[src/rtl/eq_seq_pkg.sv]
package eq_seq_pkg;

    typedef enum logic [2:0] {
        RATE_2G5 = 3'd0,
        RATE_5G  = 3'd1,
        RATE_8G  = 3'd2,
        RATE_16G = 3'd3,
        RATE_32G = 3'd4,
        RATE_64G = 3'd5
    } rate_e;

    localparam int PHASE_W = 2;
    localparam logic [PHASE_W-1:0] LAST_PHASE = 2'd3;

endpackage

[src/rtl/eq_admit.sv]
module eq_admit
    import eq_seq_pkg::*;
(
    input  logic [2:0] cur_rate,
    input  logic [2:0] tgt_rate,
    input  logic       link_l0,
    output logic       allowed
);

    always_comb begin
        allowed = 1'b0;
        if (link_l0 && (tgt_rate >= RATE_8G) && (tgt_rate <= RATE_64G)
            && (cur_rate < tgt_rate)) begin
            if (tgt_rate == RATE_64G) begin
                allowed = (cur_rate == RATE_32G);
            end else begin
                allowed = 1'b1;
            end
        end
    end

endmodule

[src/rtl/eq_set_select.sv]
module eq_set_select
    import eq_seq_pkg::*;
(
    input  logic               active,
    input  logic               top_rate,
    input  logic               is_dsp,
    input  logic [PHASE_W-1:0] phase,
    input  logic               quota_met,
    output logic               send_ts1
);

    logic [PHASE_W-1:0] switch_phase;

    always_comb begin
        switch_phase = is_dsp ? 2'd2 : 2'd3;
        if (!active) begin
            send_ts1 = 1'b0;
        end else if (!top_rate) begin
            send_ts1 = 1'b1;
        end else if (phase < switch_phase) begin
            send_ts1 = 1'b0;
        end else if (phase == switch_phase) begin
            send_ts1 = quota_met;
        end else begin
            send_ts1 = 1'b1;
        end
    end

endmodule

[src/rtl/eq_ec_track.sv]
module eq_ec_track #(
    parameter int NEED = 2
) (
    input  logic clk,
    input  logic rst,
    input  logic clear,
    input  logic rx_valid,
    input  logic rx_ts0,
    input  logic rx_ext,
    output logic ok_q,
    output logic ok_d
);

    localparam int CW = $clog2(NEED + 1);

    typedef struct packed {
        logic [CW-1:0] cnt;
        logic          ok;
    } trk_t;

    trk_t t_q, t_d;

    always_comb begin
        t_d = t_q;
        if (clear) begin
            t_d = '0;
        end else if (rx_valid && rx_ts0) begin
            if (rx_ext) begin
                t_d.cnt = '0;
            end else if (t_q.cnt != CW'(NEED)) begin
                t_d.cnt = t_q.cnt + CW'(1);
            end
            if (t_d.cnt == CW'(NEED)) begin
                t_d.ok = 1'b1;
            end
        end
    end

    always_ff @(posedge clk) begin
        if (rst) begin
            t_q <= '0;
        end else begin
            t_q <= t_d;
        end
    end

    assign ok_q = t_q.ok;
    assign ok_d = t_d.ok;


    ec_unlock_chk: assert property (@(posedge clk) disable iff (rst)
        $rose(ok_q) |-> $past(rx_valid && rx_ts0 && !rx_ext));

endmodule

[src/rtl/eq_phase_seq.sv]
module eq_phase_seq
    import eq_seq_pkg::*;
#(
    parameter int SW_CNT   = 2,
    parameter int ADV_CNT  = 2,
    parameter int TIMEOUT  = 64,
    parameter int PRESET_W = 4
) (
    input  logic                clk,
    input  logic                rst,
    input  logic                role_dsp,
    input  logic                link_l0,
    input  logic [2:0]          cur_rate,
    input  logic [2:0]          tgt_rate,
    input  logic                eq_req,
    input  logic                redo_req,
    input  logic                skip_req,
    input  logic                rx_set_valid,
    input  logic                rx_is_ts0,
    input  logic                rx_ext,
    input  logic [1:0]          rx_ec,
    input  logic                tx_set_sent,
    input  logic                eq_ts2_valid,
    input  logic [PRESET_W-1:0] eq_ts2_preset,
    input  logic [PRESET_W-1:0] cfg_preset,
    output logic                tx_sel_ts1,
    output logic [1:0]          tx_ec,
    output logic [PRESET_W-1:0] tx_preset,
    output logic                eq_done,
    output logic                eq_active,
    output logic [1:0]          eq_phase,
    output logic                eq_reject,
    output logic                eq_fail
);

    localparam int TXW = $clog2(SW_CNT + 1);
    localparam int RXW = $clog2(ADV_CNT + 1);
    localparam int TW  = $clog2(TIMEOUT + 1);
    localparam int EC_NEED = 2;

    typedef struct packed {
        logic                active;
        logic [PHASE_W-1:0]  phase;
        logic [TXW-1:0]      txc;
        logic [RXW-1:0]      rxc;
        logic [TW-1:0]       timer;
        logic                t64;
        logic [PRESET_W-1:0] preset;
    } core_t;

    typedef struct packed {
        logic       sel;
        logic [1:0] ec;
        logic       done;
    } out_t;

    core_t core_q, core_d;
    out_t  out_q, out_d;

    logic               allowed;
    logic               sel_d;
    logic               ec_ok_q;
    logic               ec_ok_d;
    logic               done_d;
    logic [PHASE_W-1:0] want_ec;
    logic               hit;

    eq_admit u_admit (
        .cur_rate (cur_rate),
        .tgt_rate (tgt_rate),
        .link_l0  (link_l0),
        .allowed  (allowed)
    );

    eq_ec_track #(.NEED(EC_NEED)) u_ec (
        .clk      (clk),
        .rst      (rst),
        .clear    (!core_q.active),
        .rx_valid (rx_set_valid),
        .rx_ts0   (rx_is_ts0),
        .rx_ext   (rx_ext),
        .ok_q     (ec_ok_q),
        .ok_d     (ec_ok_d)
    );

    // next core state
    always_comb begin
        core_d    = core_q;
        done_d    = 1'b0;
        eq_reject = 1'b0;
        eq_fail   = 1'b0;
        want_ec   = (core_q.phase == 2'd0) ? 2'd1 : core_q.phase;
        hit       = rx_set_valid && (rx_ec == want_ec);

        if (eq_ts2_valid) begin
            core_d.preset = eq_ts2_preset;
        end

        if (!core_q.active) begin
            if (eq_req || redo_req) begin
                if (!allowed) begin
                    eq_reject = 1'b1;
                end else if (eq_req && skip_req && (tgt_rate != RATE_64G)) begin
                    done_d = 1'b1;
                end else begin
                    core_d.active = 1'b1;
                    core_d.phase  = role_dsp ? 2'd1 : 2'd0;
                    core_d.txc    = '0;
                    core_d.rxc    = '0;
                    core_d.timer  = '0;
                    core_d.t64    = (tgt_rate == RATE_64G);
                end
            end
        end else begin
            if (tx_set_sent && (core_q.txc != TXW'(SW_CNT))) begin
                core_d.txc = core_q.txc + TXW'(1);
            end
            if (rx_set_valid) begin
                core_d.rxc = hit ? core_q.rxc + RXW'(1) : '0;
            end
            if (hit && (core_q.rxc == RXW'(ADV_CNT - 1))) begin
                if (core_q.phase == LAST_PHASE) begin
                    core_d.active = 1'b0;
                    done_d        = 1'b1;
                end else begin
                    core_d.phase = core_q.phase + 2'd1;
                    core_d.txc   = '0;
                    core_d.rxc   = '0;
                    core_d.timer = '0;
                end
            end else if (core_q.timer == TW'(TIMEOUT - 1)) begin
                eq_fail       = 1'b1;
                core_d.active = 1'b0;
            end else begin
                core_d.timer = core_q.timer + TW'(1);
            end
        end
    end

    eq_set_select u_sel (
        .active    (core_d.active),
        .top_rate  (core_d.t64),
        .is_dsp    (role_dsp),
        .phase     (core_d.phase),
        .quota_met (core_d.txc == TXW'(SW_CNT)),
        .send_ts1  (sel_d)
    );

    // next registered outputs
    always_comb begin
        out_d.sel  = sel_d;
        out_d.done = done_d;
        if (!core_d.active) begin
            out_d.ec = 2'd0;
        end else if (!sel_d && !ec_ok_d) begin
            out_d.ec = 2'd0;
        end else begin
            out_d.ec = core_d.phase;
        end
    end

    always_ff @(posedge clk) begin
        if (rst) begin
            core_q <= '0;
            out_q  <= '0;
        end else begin
            core_q <= core_d;
            out_q  <= out_d;
        end
    end

    assign tx_sel_ts1 = out_q.sel;
    assign tx_ec      = out_q.ec;
    assign eq_done    = out_q.done;
    assign eq_active  = core_q.active;
    assign eq_phase   = core_q.phase;
    assign tx_preset  = role_dsp ? cfg_preset : core_q.preset;


    reject_idle_chk: assert property (@(posedge clk) disable iff (rst)
        eq_reject |=> !eq_active);


    start_phase_chk: assert property (@(posedge clk) disable iff (rst)
        $rose(core_q.active) |-> (core_q.phase == ($past(role_dsp) ? 2'd1 : 2'd0)));


    low_rate_ts1_chk: assert property (@(posedge clk) disable iff (rst)
        (core_q.active && !core_q.t64) |-> out_q.sel);


    phase_step_chk: assert property (@(posedge clk) disable iff (rst)
        (core_q.active && $past(core_q.active)) |->
            ((core_q.phase == $past(core_q.phase)) ||
             (core_q.phase == $past(core_q.phase) + 2'd1)));


    ts1_hold_chk: assert property (@(posedge clk) disable iff (rst)
        (core_q.active && $past(core_q.active) && $stable(core_q.phase))
            |-> !$fell(out_q.sel));


    fail_exit_chk: assert property (@(posedge clk) disable iff (rst)
        eq_fail |=> (!eq_active && !eq_done));


    done_idle_chk: assert property (@(posedge clk) disable iff (rst)
        eq_done |-> !eq_active);

endmodule

[config.mk]
export PLATFORM = sky130hd
export DESIGN_NAME = eq_phase_seq
export DESIGN_NICKNAME = d
export VERILOG_FILES = /design/src/rtl/eq_seq_pkg.sv /design/src/rtl/eq_admit.sv /design/src/rtl/eq_set_select.sv /design/src/rtl/eq_ec_track.sv /design/src/rtl/eq_phase_seq.sv
export SDC_FILE = /design/constraint.sdc
export NUM_CORES = 1
export LEC_CHECK = 0
export BUFFER_PORTS_ARGS = -buffer_cell sky130_fd_sc_hd__buf_4
export CORE_UTILIZATION = 47
export CTS_CLUSTER_SIZE = 16
export DETAILED_ROUTE_END_ITERATION = 8
export HOLD_SLACK_MARGIN = 0.03
export MAX_ROUTING_LAYER = met4
export PLACE_DENSITY = 0.84
export SLEW_MARGIN = 25
export SYNTH_ARGS = -nofsm -noshare
export SYNTH_HDL_FRONTEND = slang
export SYNTH_SLANG_ARGS = --single-unit
[constraint.sdc]
create_clock -name clk -period 2.6 [get_ports clk]
set_clock_uncertainty 0.15 [all_clocks]
set_input_delay 0.13 -clock clk [delete_from_list [all_inputs] [get_ports clk]]
set_output_delay 0.13 -clock clk [all_outputs]
set_load 0.05 [all_outputs]
; ---- After elaboration in Yosys (flattened, before gate mapping)
; Cells that the tools add are included.
[classes]
addsub = 5
reduce_logical = 20
bitwise_logic = 2
n_lt_le_gt_ge = 4
muxes = 44
eq_ne = 15
[op_table]
columns = cell, count
row1 = 15-bit two-way mux, 3
row2 = 1-bit two-way mux, 27
row3 = 2-bit two-way mux, 8
row4 = 14-bit two-way mux, 1
row5 = 7-bit two-way mux, 2
row6 = 13-bit two-way mux, 1
row7 = 1-bit logical AND, 10
row8 = 3-bit inequality test (second input constant), 3
row9 = 2-bit by 1-bit adder with 2-bit output (second input constant), 4
row10 = 7-bit by 1-bit adder with 7-bit output (second input constant), 1
row11 = 7-bit by 6-bit equality test with 1-bit output (second input constant), 1
row12 = 2-bit equality test (second input constant), 3
row13 = 3-bit equality test (second input constant), 2
row14 = 6-bit two-way mux, 1
row15 = 2-bit inequality test (second input constant), 3
row16 = 5-bit AND reduction, 1
row17 = 2-bit equality test, 2
row18 = 4-bit two-way mux, 1
row19 = 2-bit nonzero test, 2
row20 = 3-bit by 2-bit >= comparator with 1-bit output (second input constant), 1
row21 = 3-bit <= comparator (second input constant), 1
row22 = 3-bit less-than comparator, 1
row23 = 3-bit AND reduction, 1
row24 = 3-bit OR reduction, 1
row25 = other kinds (7), 9
[totals]
regBits = 26
out_inout_bits = 13
input_bits = 28

; ---- Longest topological paths before layout
[depth]
word_depth = 17
ltp_mapped = 11
ltp_nobuf = 11

; ---- By module
; A second synthesis with hierarchy kept.
[unflattened]
cells_unflattened = 189
area_unflattened_um2 = 1626.6
[modules_own_cells]
columns = mod, n_inst, area_each_um2, cells_per_inst
row1 = eq_phase_seq, 1, 1310.0, 153
row2 = eq_ec_track, 1, 187.7, 18
row3 = eq_admit, 1, 87.6, 12
row4 = eq_set_select, 1, 41.3, 6

; ---- Least setup slack after synthesis
; OpenSTA, ideal clock, no wires.
[synth_timing]
path_kind = input to register
startpoint = in tgt_rate[2]
endpoint = reg out_q, in the netlist tx_ec[0]
path_stages = 11
arrival_ns = 2.231
setup_ns = 0.079
slack_ns = 0.140
cell_sequence = inv_1 > ha_1 > nand2_1 > o22ai_2 > o41ai_4 > a21oi_1 > a211o_1 > ha_1 > a31oi_1 > nand3b_1 > a211oi_2
[synth_via]
elab_chain_len = 16
[synth_lines]
columns = element, line_no
row1 = "start, declared", eq_phase_seq.sv:14  ; input logic [2:0] tgt_rate,
row2 = 3-bit by 2-bit >= comparator with 1-bit output, eq_admit.sv:12  ; if (link_l0 && (tgt_rate >= RATE_8G) && (tgt_rate <= RATE_64G)
row3 = 1-bit logical AND (2 in a row), eq_admit.sv:12
row4 = 1-bit logical AND, eq_admit.sv:13  ; && (cur_rate < tgt_rate)) begin
row5 = 1-bit two-way mux, eq_admit.sv:12
row6 = 15-bit two-way mux (*), eq_phase_seq.sv:101  ; if (!allowed) begin
row7 = 15-bit two-way mux (*), eq_phase_seq.sv:100  ; if (eq_req || redo_req) begin
row8 = 14-bit two-way mux, eq_phase_seq.sv:99  ; if (!core_q.active) begin
row9 = 2-bit equality test (on tied branches), "eq_phase_seq.sv:145, eq_set_select.sv:22"
row10 = 1-bit two-way mux, eq_set_select.sv:22  ; end else if (phase == switch_phase) begin
row11 = 1-bit two-way mux, eq_set_select.sv:20  ; end else if (phase < switch_phase) begin
row12 = 1-bit two-way mux, eq_set_select.sv:18  ; end else if (!top_rate) begin
row13 = 1-bit two-way mux, eq_set_select.sv:16  ; if (!active) begin
row14 = 1-bit logical NOT, eq_phase_seq.sv:155  ; end else if (!sel_d && !ec_ok_d) begin
row15 = 1-bit logical AND, eq_phase_seq.sv:155
row16 = 3-bit OR reduction (no source line), -
row17 = "end signal, assigned", eq_phase_seq.sv:168  ; out_q <= out_d;
row18 = "end, declared", eq_phase_seq.sv:58  ; out_t out_q, out_d;
; Mark *: on every way between the ends. The rest lies on a longest branch, timed or not. The select of a mux whose other input is x is not followed.
; A chain may end at the register's enable or synchronous reset.

; ---- Worst setup path after layout
[layout_timing]
startpoint = reg core_q[13] in the netlist's numbering
endpoint = reg out_q, in the netlist tx_ec[0]
[layout_via]
elab_chain_len = 12
[layout_lines]
columns = element, line_no
row1 = "start, declared", eq_phase_seq.sv:57  ; core_t core_q, core_d;
row2 = "start signal, assigned", eq_phase_seq.sv:167  ; core_q <= core_d;
row3 = 2-bit by 1-bit equality test with 1-bit output (*), eq_phase_seq.sv:121  ; if (hit && (core_q.rxc == RXW'(ADV_CNT - 1))) begin
row4 = 1-bit logical AND (*), eq_phase_seq.sv:121
row5 = 6-bit two-way mux, eq_phase_seq.sv:121
row6 = 14-bit two-way mux (*), eq_phase_seq.sv:99
row7 = 2-bit equality test (on tied branches), "eq_phase_seq.sv:145, eq_set_select.sv:22"
row8 = 1-bit two-way mux, eq_set_select.sv:22
row9 = 1-bit two-way mux, eq_set_select.sv:20
row10 = 1-bit two-way mux, eq_set_select.sv:18
row11 = 1-bit two-way mux, eq_set_select.sv:16
row12 = 1-bit logical NOT, eq_phase_seq.sv:155
row13 = 1-bit logical AND, eq_phase_seq.sv:155
row14 = 3-bit OR reduction (no source line), -
; Mark *: on every way between the ends. The rest lies on a longest branch, timed or not.

==> metrics.yaml <==
sta:
  fmax_ghz: 0.403
  hold_viol_final: 0
  drv_slew: 0
  worst_slew_pin_slew_ns: 0.676
  relSlewSlack_pct: 54.4
  period_needed_ns: 2.48
  final-setup-viol-count: 0
  fin_crit_sh_pct: 95.5
  layout_setup_ws_ns: 0.118
critical_path:
  crit_family: "compound AO/OA/AOI/OAI gates"
  startpoint_type: "flip-flop"
  rr_worst_depth: 11
  worstPathRequired_ns: 2.70
  critPathKind: "reg -> reg"
  r2r_slack_ns: 0.12
  max_stage_delay_ns: 0.41
  cp-endpoint: "tx_ec[0]"
  r2r_start: "core_q[13]"
  crit_chain: "inv_1, ha_1, nand2_1, o32a_2, buf_4, nor3_2, a211o_1, ha_1, a31oi_4, nand3b_1, a211oi_2"
  crit_buf_inv: 2
  end_kind: "flip-flop"
  worstPathArrival_ns: 2.58
  crit_path_start: "core_q[13]"
  cp.depth: 11
  crit_path_frequent_cell: "ha_1"
  r2r-end: "tx_ec[0]"
  slowest_stage: "o32a_2"
  cp_max_fo: 6
synth:
  yosys.area.top_type_share_pct: 33.9
  yosys_warnings: 0
  ys_ff_latch: 26
  synth_cell_types: 50
  synth_area_per_cell_sq_um: 8.58
  synth-edff-count: 0
  synth_top_area_cell: "dfxtp_1"
  synth_area_leaders: "dfxtp_1, nor2_1, ha_1, mux2i_1, nand2_1"
  ys.flop_type: "dfxtp_1"
  syn_inst: 179
  ys_seq_area_share_pct: 33.9
  synthArstFlopShare_pct: 0
  syn_nets: 214
  synthesis.area_sq_mm: 0.00154
pwr:
  switching_share_pct: 30.0
  power.density_mw_per_mm2: 394
  power.internal_uw: 580
  ir_worst_vdd_mv: 0.255
  combPwrFrac_pct: 30.0
  p_seq_share_pct: 49.8
  power_leakage_uw: 0.000890
  clkPwrFrac_pct: 20.2
  power_switching_uw: 249
placement:
  pre_cts_slack_ns: 0.0155
  dp_hpwl_mm: 2.49
  io_buffers: 40
  gp_congestion: 0.797
route:
  vias_per_cell: 5.24
  final_antenna_net_count: 0
  drc: 0
  num_vias: 1477
  drt_iter0_drc: 65
  first_pass_iters: 4
  routedWlPerCell_microns: 12.1
  drt_wl_total_mm: 3.42
grt:
  top_usage_layer: "met2"
  grt_max_degree: 22
  grtUsageMet3_pct: 3.06
  grt_util_met1_pct: 26.6
  first_global_vias: 1454
  antenna_found_initial: 0
  grt_overflow: 0
  grt_pass1_wl_mm: 5.84
  use_met2_pct: 38.0
  track_usage_pct: 22.1
cells_and_area:
  fin_util_pct: 68.4
  antenna_cells: 0
  area_delta_synth_final_pct: 37.1
  drive_gt1_share_pct: 31.1
  nets: 275
clocking:
  cts_buffers: 3
  root_buffer: "clkbuf_4"
  clock_tree.buffer_depth: 2
  htreeDepth: 1
  cts_tree: "done"
  clk_latency_ns: 0.31
  post_cts_buffers: 0
  clkSinkCount: 26
  clk_pin_slew_worst_paths_ns: 0.13
floorplanning:
  io_pins: 41
  core_area_sq_mm: 0.00308
  fp.dieArea_sq_mm: 0.00350
  row_count: 20
  initial_core_util_pct: 49.9
  die_w_microns: 59.2
  die_h_microns: 59.2
worst_hold_path:
  min_path_type: "in -> reg"
run_status:
  outcome: "finished clean"
run:
  drv_cap: 0
## timing repair
| action | in CTS | in global routing |
|---|---|---|
| hold buffers | 14 | 0 |
| endpoints found under the setup margin | 0 | 3 |
| hold endpoints to repair | 18 | 0 |
| gates resized for setup | 0 | 6 |
## cells in the final DEF (no fill, tap or decap), types with 2 or more instances in the layout
cell	netlist	routed
nor3_1	7	6
mux2i_1	8	8
and2b_2	2	2
a211oi_2	1	2
o21ai_0	2	2
nor3b_1	2	2
buf_4	2	48
dlygate4sd3_1	0	14
mux2_2	4	4
nor2_1	27	27
nand2_1	16	15
nand2b_1	8	8
nand4_1	5	5
clkbuf_4	0	3
inv_1	9	9
a21oi_1	10	10
xor2_1	2	2
nand3b_1	4	4
dfxtp_1	26	25
nor2b_1	2	2
ha_1	7	7
## worst min-delay path by stage
stage               slack [ns]        startpoint  cells past startpoint          to
floorplan                 0.13  eq_ts2_preset[0]                      2   core_q[0]
global placement          0.21  eq_ts2_preset[0]                      3   core_q[0]
detailed placement        0.23  eq_ts2_preset[3]                      3   core_q[3]
CTS                       0.06      rx_set_valid                      4  core_q[13]
global route               0.1      rx_set_valid                      4  core_q[12]
finish                    0.06      rx_set_valid                      4  core_q[12]
## metal layers
layer	wire length [microns]	up-vias
li1	-	751
met3	150	4
met1	1560	675
met5	0	-
met2	1680	47
met4	23	0
## worst register-to-register path: cells and delay by family (launching register included)
kind | cells | cell delay, ns
compound gates | 4 | 0.93
fa+ha+maj | 2 | 0.41
simple gates | 3 | 0.38
flops | 1 | 0.33
buf+inv | 2 | 0.22
## cell usage after synthesis, types with 3 or more instances
cell	n
nor2_1	27
dfxtp_1	26
nand2_1	16
a21oi_1	10
inv_1	9
mux2i_1	8
nand2b_1	8
ha_1	7
nor3_1	7
nand4_1	5
mux2_2	4
nand3b_1	4
clkbuf_1	3
## area by class of cell
cell class | count | area, sq um
clock buffer | 3 | 22.5
sequential | 26 | 522
timing repair buffer | 62 | 500
fill | 248 | 973
multi-input combinational | 138 | 971
tap | 44 | 55.1
inverter | 9 | 33.8
## power by group through the flow
stage	Sequential, uW	Clock [uW]	Combinational (uW)
after floorplan	430	0	128
after global placement	421	0	215
after detailed placement	421	0	220
after CTS	413	169	240
after global routing	414	179	268
final	413	167	248
## through the flow
stage | power [uW] | setup TNS (ns) | instance area [sq um] | hold WS, ns | std cells
after floorplan | 559 | 0 | 1540 | 0.127 | 179
after global placement | 636 | 0 | 1910 | 0.214 | 265
after detailed placement | 641 | 0 | 1910 | 0.226 | 265
after CTS | 821 | 0 | 2080 | 0.0599 | 282
after global routing | 861 | -0.0370 | 2100 | 0.0989 | 282
final | 828 | 0 | 2100 | 0.0605 | 282
## registers in the layout, indices dropped and copies added, names as in the netlist
register and flops:
u_ec.t_q 2, core_q 16, tx_ec 2, eq_done 1
u_ec.ok_q 1, eq_phase 2, tx_sel_ts1 1, eq_active 1
## logic make-up after synthesis
group                      synth area share, %
AOI/OAI and AO/OA                         18.6
adders and majority gates                 5.70
and+or+nand+nor                           27.0
xor gates and xnor gates                  1.14
buffers and inverters                     4.64
muxes                                     9.05
DFF                                       33.9
Power figures use the tool's default switching activity.
